--- config.mk ---
export PLATFORM = sky130hd
export DESIGN_NAME = pmu_smi_ctrl
export DESIGN_NICKNAME = d
export VERILOG_FILES = /design/src/rtl/pmu_smi_pkg.sv /design/src/rtl/pmu_cfg_regs.sv /design/src/rtl/pmu_rtc_smi.sv /design/src/rtl/pmu_rd_mux.sv /design/src/rtl/pmu_smi_ctrl.sv
export SDC_FILE = /design/constraint.sdc
export NUM_CORES = 2
export LEC_CHECK = 0
export BUFFER_PORTS_ARGS = -buffer_cell sky130_fd_sc_hd__buf_4
export CAP_MARGIN = 40
export CORE_MARGIN = 2
export CORE_UTILIZATION = 40
export DETAILED_ROUTE_END_ITERATION = 7
export HOLD_SLACK_MARGIN = 0.02
export MAX_ROUTING_LAYER = met4
export SETUP_SLACK_MARGIN = 0.05
export SYNTH_ARGS = -nofsm -noshare
export SYNTH_HDL_FRONTEND = slang
export SYNTH_SLANG_ARGS = --single-unit
export TNS_END_PERCENT = 30
--- constraint.sdc ---
create_clock -name clk -period 5.9 [get_ports clk]
set_input_delay 1.18 -clock clk [delete_from_list [all_inputs] [get_ports clk]]
set_output_delay 1.18 -clock clk [all_outputs]
set_load 0.02 [all_outputs]
--- src/rtl/pmu_smi_pkg.sv ---
// Package: shared constants and types for the SMI gating register file.
// Assumes 8-bit locations; the special addresses below are fixed by software.
package pmu_smi_pkg;
    localparam int unsigned CFG_AW = 8;
    localparam int unsigned CFG_DW = 8;

    // Special locations
    localparam logic [7:0] ADR_SRC_EN = 8'h40;  // per-source enables
    localparam logic [7:0] ADR_APM_EN = 8'h41;  // APM enable
    localparam logic [7:0] ADR_STS    = 8'h42;  // status, write-one-to-clear
    localparam logic [7:0] ADR_SOFT   = 8'h43;  // soft SMI status view
    localparam logic [7:0] ADR_GLOBAL = 8'h77;  // global control
    localparam logic [7:0] ADR_ID     = 8'h7F;  // constant read

    // Write masks and fixed read values
    localparam logic [7:0] MSK_SRC_EN = 8'h1F;
    localparam logic [7:0] MSK_APM_EN = 8'h10;
    localparam logic [7:0] MSK_W1C    = 8'h1F;
    localparam logic [7:0] VAL_SOFT   = 8'h10;
    localparam logic [7:0] VAL_ID     = 8'h80;

    // Bit positions
    localparam int unsigned BIT_GLOBAL = 3;  // in 0x77
    localparam int unsigned BIT_RTC    = 3;  // in 0x40 and 0x42
    localparam int unsigned BIT_APM    = 4;  // in 0x41
    localparam int unsigned BIT_IRQ8_A = 0;  // in 0x40
    localparam int unsigned BIT_IRQ8_B = 1;  // in 0x40

    typedef struct packed {
        logic rtc;
        logic apm;
        logic irq8;
    } smi_gate_t;
endpackage

--- src/rtl/pmu_cfg_regs.sv ---
// Module: storage for all locations, with masked and write-one-to-clear
// writes, and the SMI gates decoded from the stored bits.
// Assumes DATA_W >= 8 and ADDR_W >= 7 so that the special locations exist.
module pmu_cfg_regs
    import pmu_smi_pkg::*;
#(
    parameter int unsigned ADDR_W = CFG_AW,
    parameter int unsigned DATA_W = CFG_DW
) (
    input  logic              clk,
    input  logic              rst_n,
    input  logic              wr,
    input  logic [ADDR_W-1:0] addr,
    input  logic [DATA_W-1:0] wdata,
    output logic [DATA_W-1:0] raw_rd,
    output smi_gate_t         gate,
    output logic              rtc_en_nxt
);
    localparam int unsigned DEPTH = 1 << ADDR_W;
    localparam logic [ADDR_W-1:0] I_SRC = ADDR_W'(ADR_SRC_EN);
    localparam logic [ADDR_W-1:0] I_APM = ADDR_W'(ADR_APM_EN);
    localparam logic [ADDR_W-1:0] I_STS = ADDR_W'(ADR_STS);
    localparam logic [ADDR_W-1:0] I_GLB = ADDR_W'(ADR_GLOBAL);

    logic [DATA_W-1:0] mem [DEPTH];
    logic [DATA_W-1:0] wr_val;
    logic [DATA_W-1:0] src_nxt;
    logic [DATA_W-1:0] glb_nxt;

    // Value a write would leave at the addressed location
    always_comb begin
        unique case (addr)
            I_SRC:   wr_val = wdata & DATA_W'(MSK_SRC_EN);
            I_APM:   wr_val = wdata & DATA_W'(MSK_APM_EN);
            I_STS:   wr_val = mem[addr] & ~(wdata & DATA_W'(MSK_W1C));
            default: wr_val = wdata;
        endcase
    end

    // Storage update with synchronous clear
    always_ff @(posedge clk) begin
        if (!rst_n) begin
            for (int i = 0; i < int'(DEPTH); i++) mem[i] <= '0;
        end else if (wr) begin
            mem[addr] <= wr_val;
        end
    end

    // Post-write view of the two locations that gate the clock source
    always_comb begin
        src_nxt = (wr && addr == I_SRC) ? wr_val : mem[I_SRC];
        glb_nxt = (wr && addr == I_GLB) ? wr_val : mem[I_GLB];
        if (!rst_n) begin
            src_nxt = '0;
            glb_nxt = '0;
        end
    end

    // Gate decode from the stored bits
    always_comb begin
        gate.rtc   = mem[I_GLB][BIT_GLOBAL] & mem[I_SRC][BIT_RTC];
        gate.apm   = mem[I_GLB][BIT_GLOBAL] & mem[I_APM][BIT_APM];
        gate.irq8  = mem[I_GLB][BIT_GLOBAL] &
                     (mem[I_SRC][BIT_IRQ8_A] | mem[I_SRC][BIT_IRQ8_B]);
        rtc_en_nxt = glb_nxt[BIT_GLOBAL] & src_nxt[BIT_RTC];
        raw_rd     = mem[addr];
    end
endmodule

--- src/rtl/pmu_rtc_smi.sv ---
// Module: clock-interrupt SMI path. Detects the rising edge of the request,
// issues a one-cycle SMI pulse and keeps a sticky status flag.
// Assumes en_nxt is the gate as it will be after the current edge.
module pmu_rtc_smi (
    input  logic clk,
    input  logic rst_n,
    input  logic irq,
    input  logic en_cur,
    input  logic en_nxt,
    input  logic clr_w1c,
    output logic smi_pulse,
    output logic sts
);
    logic irq_q;
    logic hit;

    // Qualified rising edge of the request
    always_comb hit = irq & ~irq_q & en_cur & en_nxt;

    // Edge-detect history
    always_ff @(posedge clk) begin
        if (!rst_n) irq_q <= 1'b0;
        else        irq_q <= irq;
    end

    // Sticky flag: closing the gate wins, then a new event, then W1C
    always_ff @(posedge clk) begin
        if (!rst_n)       sts <= 1'b0;
        else if (!en_nxt) sts <= 1'b0;
        else if (hit)     sts <= 1'b1;
        else if (clr_w1c) sts <= 1'b0;
    end

    // One-cycle request
    always_ff @(posedge clk) begin
        if (!rst_n) smi_pulse <= 1'b0;
        else        smi_pulse <= hit;
    end
endmodule

--- src/rtl/pmu_rd_mux.sv ---
// Module: read-data selection; replaces the value for special locations.
// Assumes DATA_W >= 8.
module pmu_rd_mux
    import pmu_smi_pkg::*;
#(
    parameter int unsigned ADDR_W = CFG_AW,
    parameter int unsigned DATA_W = CFG_DW
) (
    input  logic [ADDR_W-1:0] addr,
    input  logic [DATA_W-1:0] raw,
    input  logic              rtc_sts,
    input  logic              soft_sts,
    output logic [DATA_W-1:0] rdata
);
    // Per-address read value
    always_comb begin
        rdata = raw;
        unique case (addr)
            ADDR_W'(ADR_STS):  rdata[BIT_RTC] = rtc_sts;
            ADDR_W'(ADR_SOFT): rdata = soft_sts ? DATA_W'(VAL_SOFT) : '0;
            ADDR_W'(ADR_ID):   rdata = DATA_W'(VAL_ID);
            default:           rdata = raw;
        endcase
    end
endmodule

--- src/rtl/pmu_smi_ctrl.sv ---
// Module: top of the SMI gating register file. Ties storage, the clock SMI
// path and the read selection together.
// Assumes a single clock and synchronous active-low reset.
module pmu_smi_ctrl
    import pmu_smi_pkg::*;
#(
    parameter int unsigned ADDR_W = CFG_AW,
    parameter int unsigned DATA_W = CFG_DW
) (
    input  logic              clk,
    input  logic              rst_n,
    input  logic              cfg_wr,
    input  logic [ADDR_W-1:0] cfg_addr,
    input  logic [DATA_W-1:0] cfg_wdata,
    output logic [DATA_W-1:0] cfg_rdata,
    input  logic              rtc_irq,
    input  logic              soft_smi_sts,
    output logic              smi_req,
    output logic              rtc_smi_sts,
    output logic              rtc_smi_en,
    output logic              apm_smi_en,
    output logic              irq8_smi_open
);
    logic [DATA_W-1:0] raw_rd;
    smi_gate_t         gate;
    logic              rtc_en_nxt;
    logic              clr_w1c;

    pmu_cfg_regs #(.ADDR_W(ADDR_W), .DATA_W(DATA_W)) u_regs (
        .clk        (clk),
        .rst_n      (rst_n),
        .wr         (cfg_wr),
        .addr       (cfg_addr),
        .wdata      (cfg_wdata),
        .raw_rd     (raw_rd),
        .gate       (gate),
        .rtc_en_nxt (rtc_en_nxt)
    );

    // Write-one-to-clear request for the clock status bit
    always_comb clr_w1c = cfg_wr && (cfg_addr == ADDR_W'(ADR_STS)) && cfg_wdata[BIT_RTC];

    pmu_rtc_smi u_rtc (
        .clk       (clk),
        .rst_n     (rst_n),
        .irq       (rtc_irq),
        .en_cur    (gate.rtc),
        .en_nxt    (rtc_en_nxt),
        .clr_w1c   (clr_w1c),
        .smi_pulse (smi_req),
        .sts       (rtc_smi_sts)
    );

    pmu_rd_mux #(.ADDR_W(ADDR_W), .DATA_W(DATA_W)) u_rd (
        .addr     (cfg_addr),
        .raw      (raw_rd),
        .rtc_sts  (rtc_smi_sts),
        .soft_sts (soft_smi_sts),
        .rdata    (cfg_rdata)
    );

    // Gate outputs
    always_comb begin
        rtc_smi_en    = gate.rtc;
        apm_smi_en    = gate.apm;
        irq8_smi_open = gate.irq8;
    end
endmodule

==> impl_metrics.yaml <==
critical_path:
  crit_fanout: 39
  worstSetupStartpointType: "input pin"
  crit_path_end_kind: "output pin"
  r2r-start: "u_regs.mem[213][4]"
  crit_start: "cfg_addr[1]"
  worstPathRequired_ps: 4720
  worstPathArrival_ps: 4730
  critPathKind: "input pin to output pin"
  reg2reg_depth: 9
place:
  gp_congestion: 0.9653
  dp_hpwl_um: 198100
  io_buffers: 33
  dpl_worst_slack_ps: -135.8
  dp.cells: 9302
global_route:
  grt_pass1_wl_um: 426700
  grt_pass1_vias: 57170
  grt.total_usage_pct: 26.81
  antenna_found_initial: 16
  grt_max_degree: 139
  overflow: 0
power_and_ir_drop:
  seqPwrFrac_pct: 51.8
  combPwrFrac_pct: 8.7
  netSwitchingFraction_pct: 24.03
  internal_power_mw: 24.85
  power_density_nw_per_um2: 319.9
  vdd_drop_max_uv: 233.5
  p_clk_share_pct: 39.5
  netSwitchingPower_mw: 7.860
  p_leak_nw: 34.66
routing:
  route.vias.total: 59000
  routed_wl_um: 304000
  drt_pass1_iterations: 6
  first_iter_violations: 8823
  drc: 0
  antenna_left: 0
  wl_per_cell_um: 31.37
  via_per_inst: 6.088
synth:
  async_flop_share_pct: 0
  netlist_top_cells_area: "edfxtp_1 68%, mux4_2 10%, nor2_1 8.2%"
  synth_ff_type: "edfxtp_1"
  synth.ff_latch_count: 2051
  yosys.area.top_type: "edfxtp_1"
  avgSynthCellArea_um2: 14.08
  synthCells: 6423
  synth_top_area_share_pct: 67.98
  yosysUniqueCellTypes: 81
  syn_area_um2: 90460
  yosys_warnings: 0
  synth_edf_count: 2048
  synth_seq_area_share_pct: 68.05
min_path:
  holdPathStages: 2
  hold_start: "rtc_irq"
  min_path_type: "input pin to flip-flop"
sta:
  max_freq_ghz: 0.1691
  setup_ws_ps: -13.03
  rsz0062_at_grt: "no"
  skew_ps: 65.54
  hold_viol_final: 0
  drv_slew: 0
  fin_crit_ps: 5913
  worstMarginPinSlew_ps: 1084
  slew_headroom_pct: 27.76
  period_share_pct: 100.2
  finalSetupTns_ps: -13.03
  finalSetupViolCount: 1
job:
  drv_cap: 0
floorplan:
  initial_utilization_pct: 40.22
  io-pin-count: 34
  die_x_um: 479.6
  row_count: 174
  fp.dieH_um: 479.6
  die-area_um2: 230000
  core_area_um2: 224900
clock_network:
  cts.path.max_buffers: 3
  cts_hold_buf: 0
  clkTransAtPathRegs_ps: 60
  clock_latency_ps: 880
  tritoncts: "done"
  clock-root-buffer: "clkbuf_16"
  cts_max_level: 4
  cts_made_buffers: 203
  cts.sinks: 2051
layout:
  fin_cells: 9692
  final_common_cell: "edfxtp_1"
  fill_cells: 19720
  drive_above_1_share_pct: 17.07
  syn_to_final_growth_pct: 13.02
  nets: 6536
  final_cell_mix: "2,048 x edfxtp_1, 1,966 x nor2_1, 607 x nand2_1"
status:
  failed_checks: "setup timing"
  outcome: "finished with violations"
## what timing repair did
action                                  4_1_cts  5_1_grt
gates resized for setup                       3        1
buffers inserted                              0        0
endpoints found under the setup margin        2        1
## flip-flops by register name, summed over array words and instances, names as in the netlist
signal and count:
u_rtc.smi_pulse 1, u_regs.mem 2048, u_rtc.sts 1, u_rtc.irq_q 1
## kinds of logic (layout without fill, tap and decap cells)
family                 after synthesis  after routing  share of synthesized area (%)
other                                1             31                       0.004145
AO/OA/AOI/OAI                      379            379                          2.812
buffers and inverters              504            751                          2.853
multiplexers                       693            693                          14.08
flip-flops                        2051           2051                          68.05
AND/OR/NAND/NOR                   2795           2795                          12.20
## cell type report
| class | instances | area, µm² | area share (%) |
|---|---|---|---|
| flip-flops and latches | 2051 | 61560 | 60.21 |
| multi-input cells | 3877 | 26690 | 26.10 |
| clock buffers | 268 | 5416 | 5.298 |
| well taps | 2992 | 3744 | 3.661 |
| repair buffers | 376 | 3671 | 3.590 |
| clock inverters | 101 | 1085 | 1.061 |
| diodes | 21 | 52.55 | 0.05140 |
| inverters | 6 | 27.53 | 0.02692 |
## routing by layer
layer	up-vias	track usage [%]	part of all wire (%)
met2	3698	39.32	45
li1	23950	-	-
met4	0	12.00	5.3
met1	30590	34.98	38
met5	-	-	0
met3	765	7.204	12
## synth_stat cells, types with 3 or more instances
master / n
a32oi_1: 9
and2_1: 9
o21ai_0: 18
inv_1: 4
a221oi_1: 15
o22ai_1: 13
and4_1: 3
nor3b_1: 5
nor2b_1: 8
nor3_1: 25
o2111ai_1: 3
a22oi_1: 112
buf_12: 4
a21oi_1: 137
mux2i_1: 233
nand4b_1: 4
nor2_2: 6
o211ai_1: 4
nor4bb_1: 5
and3_1: 13
or3_1: 5
a22o_1: 13
and4b_1: 3
buf_6: 21
nand3b_1: 3
clkbuf_1: 187
nor4_1: 7
mux4_1: 33
mux2_2: 7
a31oi_1: 14
mux4_2: 420
buf_4: 61
buf_1: 35
dfxtp_1: 3
nand2b_1: 9
edfxtp_1: 2048
nor3_2: 4
buf_2: 190
nor2_1: 1969
nand2_1: 615
nand3_1: 62
nand4_1: 22
a211oi_1: 11
## worst paths after layout
path	end	slack [ps]
setup / recovery	cfg_rdata[1]	-10
hold / removal	u_rtc.irq_q	530
setup reg to reg	u_regs.mem[60][4]	2000
hold reg to reg	u_rtc.smi_pulse	530
## critical path: stages
cell	delay, ps
buf_8	310
buf_12	340
buf_4	290
mux4_2	440
a22o_1	320
a21oi_1	440
nand3_1	160
a211oi_1	500
a21oi_1	280
buf_4	200
buf_4	140
## power by group through the flow
| stage | sequential, mW | combinational, mW | clock (mW) |
|---|---|---|---|
| after floorplan | 17.1 | 1.58 | 0 |
| after global placement | 17.2 | 2.76 | 0 |
| after detailed placement | 17.2 | 2.78 | 0 |
| after CTS | 16.9 | 2.79 | 13.0 |
| after global routing | 17.0 | 2.89 | 13.5 |
| final | 16.9 | 2.84 | 12.9 |
## stage by stage
stage	instance area, µm²	util, %	hold WS (ps)	power [mW]
floorplan	90500	-	474.3	18.71
global placement	95660	42.54	516.1	19.98
detailed placement	95670	42.54	511.8	20.02
CTS	102200	45.44	495.0	32.70
global route	102200	45.45	499.7	33.42
finish	102200	45.46	530.4	32.71
Power figures use the tool's default switching activity.
